`src/rtl/irq_pkg.sv`:
```
package irq_pkg;

    parameter int unsigned IRQ_LINES = 8;
    localparam int unsigned VEC_W = $clog2(IRQ_LINES);

    typedef logic [IRQ_LINES-1:0] line_mask_t;
    typedef logic [VEC_W-1:0]     line_idx_t;

    typedef enum logic [VEC_W-1:0] {
        LN_DIV0  = 3'd0,
        LN_TMR0  = 3'd1,
        LN_PORT  = 3'd2,
        LN_RSVD  = 3'd3,
        LN_EXT   = 3'd4,
        LN_RXD   = 3'd5,
        LN_TXD   = 3'd6,
        LN_TMR1  = 3'd7
    } line_id_e;

    localparam line_mask_t RSVD_MASK = line_mask_t'(1) << LN_RSVD;

    typedef struct packed {
        logic      hit;
        line_idx_t idx;
    } pick_t;

    function automatic pick_t pick_lowest(input line_mask_t m);
        pick_t r;
        r.hit = 1'b0;
        r.idx = '0;
        for (int i = IRQ_LINES - 1; i >= 0; i--) begin
            if (m[i]) begin
                r.hit = 1'b1;
                r.idx = line_idx_t'(i);
            end
        end
        return r;
    endfunction

    function automatic line_mask_t idx_to_onehot(input line_idx_t idx);
        return line_mask_t'(1) << idx;
    endfunction

endpackage

```
`src/rtl/irq_pin_fall.sv`:
```
module irq_pin_fall #(
    parameter int unsigned STAGES = 2
) (
    input  logic clk,
    input  logic rst,
    input  logic pin_n,
    output logic fall
);
    logic [STAGES-1:0] sync_q;
    logic              last_q;

    genvar g;
    generate
        for (g = 0; g < STAGES; g++) begin : g_sync
            if (g == 0) begin : g_first
                always_ff @(posedge clk) begin
                    if (rst) sync_q[g] <= 1'b1;
                    else     sync_q[g] <= pin_n;
                end
            end else begin : g_rest
                always_ff @(posedge clk) begin
                    if (rst) sync_q[g] <= 1'b1;
                    else     sync_q[g] <= sync_q[g-1];
                end
            end
        end
    endgenerate

    always_ff @(posedge clk) begin
        if (rst) last_q <= 1'b1;
        else     last_q <= sync_q[STAGES-1];
    end

    assign fall = last_q & ~sync_q[STAGES-1];

endmodule

```
`src/rtl/irq_flag_bank.sv`:
```
module irq_flag_bank
    import irq_pkg::*;
(
    input  logic       clk,
    input  logic       rst,
    input  line_mask_t set_i,
    input  line_mask_t clr_i,
    output line_mask_t flag_o
);
    line_mask_t flag_q;

    genvar g;
    generate
        for (g = 0; g < IRQ_LINES; g++) begin : g_flag
            if (RSVD_MASK[g]) begin : g_rsvd
                always_ff @(posedge clk) flag_q[g] <= 1'b0;
            end else begin : g_live
                always_ff @(posedge clk) begin
                    if (rst)           flag_q[g] <= 1'b0;
                    else if (set_i[g]) flag_q[g] <= 1'b1;
                    else if (clr_i[g]) flag_q[g] <= 1'b0;
                end
            end
        end
    endgenerate

    assign flag_o = flag_q;

endmodule

```
`src/rtl/irq_gate_ctrl.sv`:
```
module irq_gate_ctrl
    import irq_pkg::*;
(
    input  logic       clk,
    input  logic       rst,
    input  logic       en_wr,
    input  line_mask_t en_data,
    input  logic       gie_set,
    input  logic       gie_clr,
    input  logic       take,
    output line_mask_t en_o,
    output logic       gie_o
);
    line_mask_t en_q;
    logic       gie_q;
    logic       turn_off;
    logic       turn_on;

    assign turn_off = take | gie_clr;
    assign turn_on  = en_wr | gie_set;

    always_ff @(posedge clk) begin
        if (rst)        en_q <= '0;
        else if (en_wr) en_q <= en_data;
    end

    always_ff @(posedge clk) begin
        if (rst)           gie_q <= 1'b0;
        else if (turn_off) gie_q <= 1'b0;
        else if (turn_on)  gie_q <= 1'b1;
    end

    assign en_o  = en_q;
    assign gie_o = gie_q;

endmodule

```
`src/rtl/irq_accept_ctrl.sv`:
```
module irq_accept_ctrl
    import irq_pkg::*;
#(
    parameter int unsigned PIN_SYNC = 2
) (
    input  logic             clk,
    input  logic             rst,
    input  logic             div_ovf,
    input  logic             tmr0_unf,
    input  logic             port_chg,
    input  logic             ext_pin_n,
    input  logic             rx_done,
    input  logic             tx_done,
    input  logic             tmr1_unf,
    input  logic             en_wr,
    input  logic [IRQ_LINES-1:0] en_data,
    input  logic             gie_set,
    input  logic             gie_clr,
    input  logic             irq_ack,
    output logic             irq_req,
    output logic [VEC_W-1:0] irq_vec
);
    logic       ext_fall;
    line_mask_t src_set;
    line_mask_t src_clr;
    line_mask_t evt_q;
    line_mask_t en_q;
    logic       gie_q;
    line_mask_t live;
    pick_t      pick;
    logic       take;

    irq_pin_fall #(.STAGES(PIN_SYNC)) u_pin (
        .clk   (clk),
        .rst   (rst),
        .pin_n (ext_pin_n),
        .fall  (ext_fall)
    );

    always_comb begin
        src_set          = '0;
        src_set[LN_DIV0] = div_ovf;
        src_set[LN_TMR0] = tmr0_unf;
        src_set[LN_PORT] = port_chg;
        src_set[LN_EXT]  = ext_fall;
        src_set[LN_RXD]  = rx_done;
        src_set[LN_TXD]  = tx_done;
        src_set[LN_TMR1] = tmr1_unf;
    end

    assign take    = irq_ack & irq_req;
    assign src_clr = take ? idx_to_onehot(pick.idx) : '0;

    irq_flag_bank u_flags (
        .clk    (clk),
        .rst    (rst),
        .set_i  (src_set),
        .clr_i  (src_clr),
        .flag_o (evt_q)
    );

    irq_gate_ctrl u_gate (
        .clk     (clk),
        .rst     (rst),
        .en_wr   (en_wr),
        .en_data (en_data),
        .gie_set (gie_set),
        .gie_clr (gie_clr),
        .take    (take),
        .en_o    (en_q),
        .gie_o   (gie_q)
    );

    assign live    = evt_q & en_q & ~RSVD_MASK;
    assign pick    = pick_lowest(live);
    assign irq_req = gie_q & pick.hit;
    assign irq_vec = pick.idx;

endmodule

```
`config.mk`:
```
export PLATFORM = sky130hd
export DESIGN_NAME = irq_accept_ctrl
export DESIGN_NICKNAME = d
export VERILOG_FILES = /design/src/rtl/irq_pkg.sv /design/src/rtl/irq_pin_fall.sv /design/src/rtl/irq_flag_bank.sv /design/src/rtl/irq_gate_ctrl.sv /design/src/rtl/irq_accept_ctrl.sv
export SDC_FILE = /design/constraint.sdc
export NUM_CORES = 1
export LEC_CHECK = 0
export ABC_AREA = 1
export ABC_CLOCK_PERIOD_IN_PS = 1380
export BUFFER_PORTS_ARGS = -buffer_cell sky130_fd_sc_hd__buf_4
export CAP_MARGIN = 5
export CELL_PAD_IN_SITES_DETAIL_PLACEMENT = 1
export CELL_PAD_IN_SITES_GLOBAL_PLACEMENT = 2
export CORE_AREA = 2 2 60 62
export DETAILED_ROUTE_END_ITERATION = 8
export DIE_AREA = 0 0 62 64
export PLACE_DENSITY_LB_ADDON = 0.1
export SLEW_MARGIN = 20
export SYNTH_ARGS = -nofsm -noshare
export SYNTH_HDL_FRONTEND = slang
export SYNTH_SLANG_ARGS = --single-unit
```
`constraint.sdc`:
```
create_clock -name clk -period 1.38 [get_ports clk]
set_clock_uncertainty 0.05 [all_clocks]
set_input_delay 0.345 -clock clk [delete_from_list [all_inputs] [get_ports clk]]
set_output_delay 0.345 -clock clk [all_outputs]
set_load 0.03 [all_outputs]
```
==> results.ini <==
[critical_path]
cp-start-kind=register
max_stage_delay_ps=350
cp.required_ps=990
cpMaxStageDelayCell=dfxtp_2
end_kind=output port
crit_top_cell=nand2_2
crit_buf_inv=1
crit_chain=nand2_4 > nand3_2 > nand2_2 > nand2_2 > a21boi_2 > buf_6
critPathArrivalTime_ps=1230
path_max_fanout=2
path_class=reg2out
path_delay_family=flip-flops

[global_route]
grt_pass1_wl_mm=3.71
gr-usage-met3_pct=1.82
grt_start_max_net_pins=11
grt-busiest-layer=met2
met2_usage_pct=20.6
antenna_found_initial=0
first_global_vias=860
use_met1_pct=16.2
overflow=0
track_usage_pct=12.6

[sta]
hold_viol=0
final.setup.tns_ps=-876
drv_slew=0
setup_ws_ps=-248
rsz0062_at_grt=true
worst_slew_pin_slew_ps=295
finalCriticalPeriod_ps=1630
period_share_pct=118
finalSetupViolCount=4
timing.fmax_mhz=614
max_slew_margin_pct=80.1

[route]
wl_per_cell_um=11.6
antenna_left=0
detailroute.via_count=855
firstDrtPassIters=3
drc_errors=0
drt-initial-drc-count=28
routed_wl_mm=2.31
via_per_inst=4.30

[synth]
yosysSeqAreaShare_pct=40.3
synth_seq_cells=18
synth_simple_gate_area_share_pct=38.0
synth_ff_type=dfxtp_1
async_flop_share_pct=0
synth_area_um2=893
synth_compound_area_share_pct=13.4
synthAdderAreaFrac_pct=0
yosys.area.top_type=dfxtp_1
synth_mux_area_share_pct=0
synth_top_family_by_area=simple AND/OR/NAND/NOR gates
synthesis.nets=134
yosys_warnings=0
synth_xor_area_share_pct=0
avgSynthCellArea_um2=7.91
synth_edf_count=0
synth_cell_types=22
netlist.area_leader.share_pct=40.3
syn_inst=113
netlist_top_cells_area=dfxtp_1 40%, nand2_1 7.1%, nand2_2 7.0%

[outcome]
status=finished with violations
failed_checks=negative setup slack

[die]
io_pins=25
die_w_um=62
die-area_um2=3970
rows=21
start_util_pct=27.2
die_h_um=64
coreArea_um2=3280

[final_layout]
seq_area_um2=385
drive_gt1_share_pct=66.0
area_growth_syn_to_layout_pct=59.8
fillers=397
antennaDiodeCount=0
final_cell_mix=30 x buf_4, 15 x nor2_1, 14 x nand2_4
finalInstanceArea_um2=1430
multiInputGateArea_um2=579
mostFrequentLayoutCell=buf_4
nets=175

[cts]
cts_tree=built
cts_sinks=18
cts_buffer_depth=2
clkLatencyLatePin_ps=300
cts-root-buf=clkbuf_4
htreeDepth=1
ctsHoldBuffers=0
cts_buffers=3
clk_pin_slew_ps=110

[place]
place_congestion=0.717
place_hpwl_mm=1.72
portBuffers=23
dpl_cell_area_um2=1120

[min_path]
hold_class=in2reg

[pwr]
ir_drop_uv=309
power.density_nw_per_um2=881
leakagePower_nw=0.706

[run]
max-cap-violations=0

-- power breakdown --
part	total, mW	switching [mW]	internal, mW
combinational	0.335	0.169	0.166
sequential	0.591	0.0345	0.557
clock	0.331	0.170	0.161
total	1.26	0.374	0.883
-- through the flow --
stage	utilization [%]	worst slack [ps]	power, mW	hold WS (ps)	cells
floorplan	-	-62.9	0.739	339	113
finish	43.5	-248	1.26	175	199
global placement	34.0	39.5	0.821	342	181
detailed placement	34.0	-0.127	0.828	349	181
global route	43.5	-339	1.34	158	199
CTS	37.3	-295	1.20	167	189
-- logic make-up (layout without fill, tap and decap cells) --
logic type	Yosys count	after routing
and+or+nand+nor	61	61
buffers and inverters	17	57
AOI/OAI and AO/OA	17	17
DFF	18	18
-- repair_timing --
item	4_1_cts	5_1_grt
gates resized for setup	21	32
buffers inserted	4	13
setup endpoints to repair	4	10
pin swaps	8	23
-- layout make-up --
type / instances / share of cell area, %
clock buffers: 4 / 2.54
multi-input cells: 78 / 40.6
repair buffers: 37 / 21.3
inverters: 16 / 4.56
flip-flops and latches: 18 / 27.0
well taps: 46 / 4.03
-- worst paths after layout --
path	startpoint	to	slack (ps)	cells after the start
max	u_gate.en_o[6]	irq_vec[0]	-250	6
min	ext_pin_n	u_pin.sync_q[0]	170	2
max reg2reg	u_gate.en_o[6]	u_flags.flag_o[1]	20	11
min reg2reg	u_pin.sync_q[0]	u_pin.sync_q[1]	370	1
-- flip-flops by register name (all words and copies together) (netlist names) --
| name | cells |
|---|---|
| u_flags.flag_o | 7 |
| u_gate.en_o | 7 |
| u_gate.gie_o | 1 |
| u_pin.last_q | 1 |
| u_pin.sync_q | 2 |
-- cells in the mapped netlist, types with 2 or more instances --
cell type	n
dfxtp_1	18
nor2_2	2
o21ai_0	7
a21oi_2	7
nand3_1	5
nand2_2	10
or2_2	2
inv_1	13
nand2_4	3
inv_2	2
nor2_1	15
nand2_1	17
nor2_4	2
nand3_2	2
-- metal layers --
layer,vias up,part of all wire (%)
li1,436,-
met1,400,44
met2,15,52
met3,4,2.6
met4,0,1.2
met5,-,0
Power figures use the tool's default switching activity.
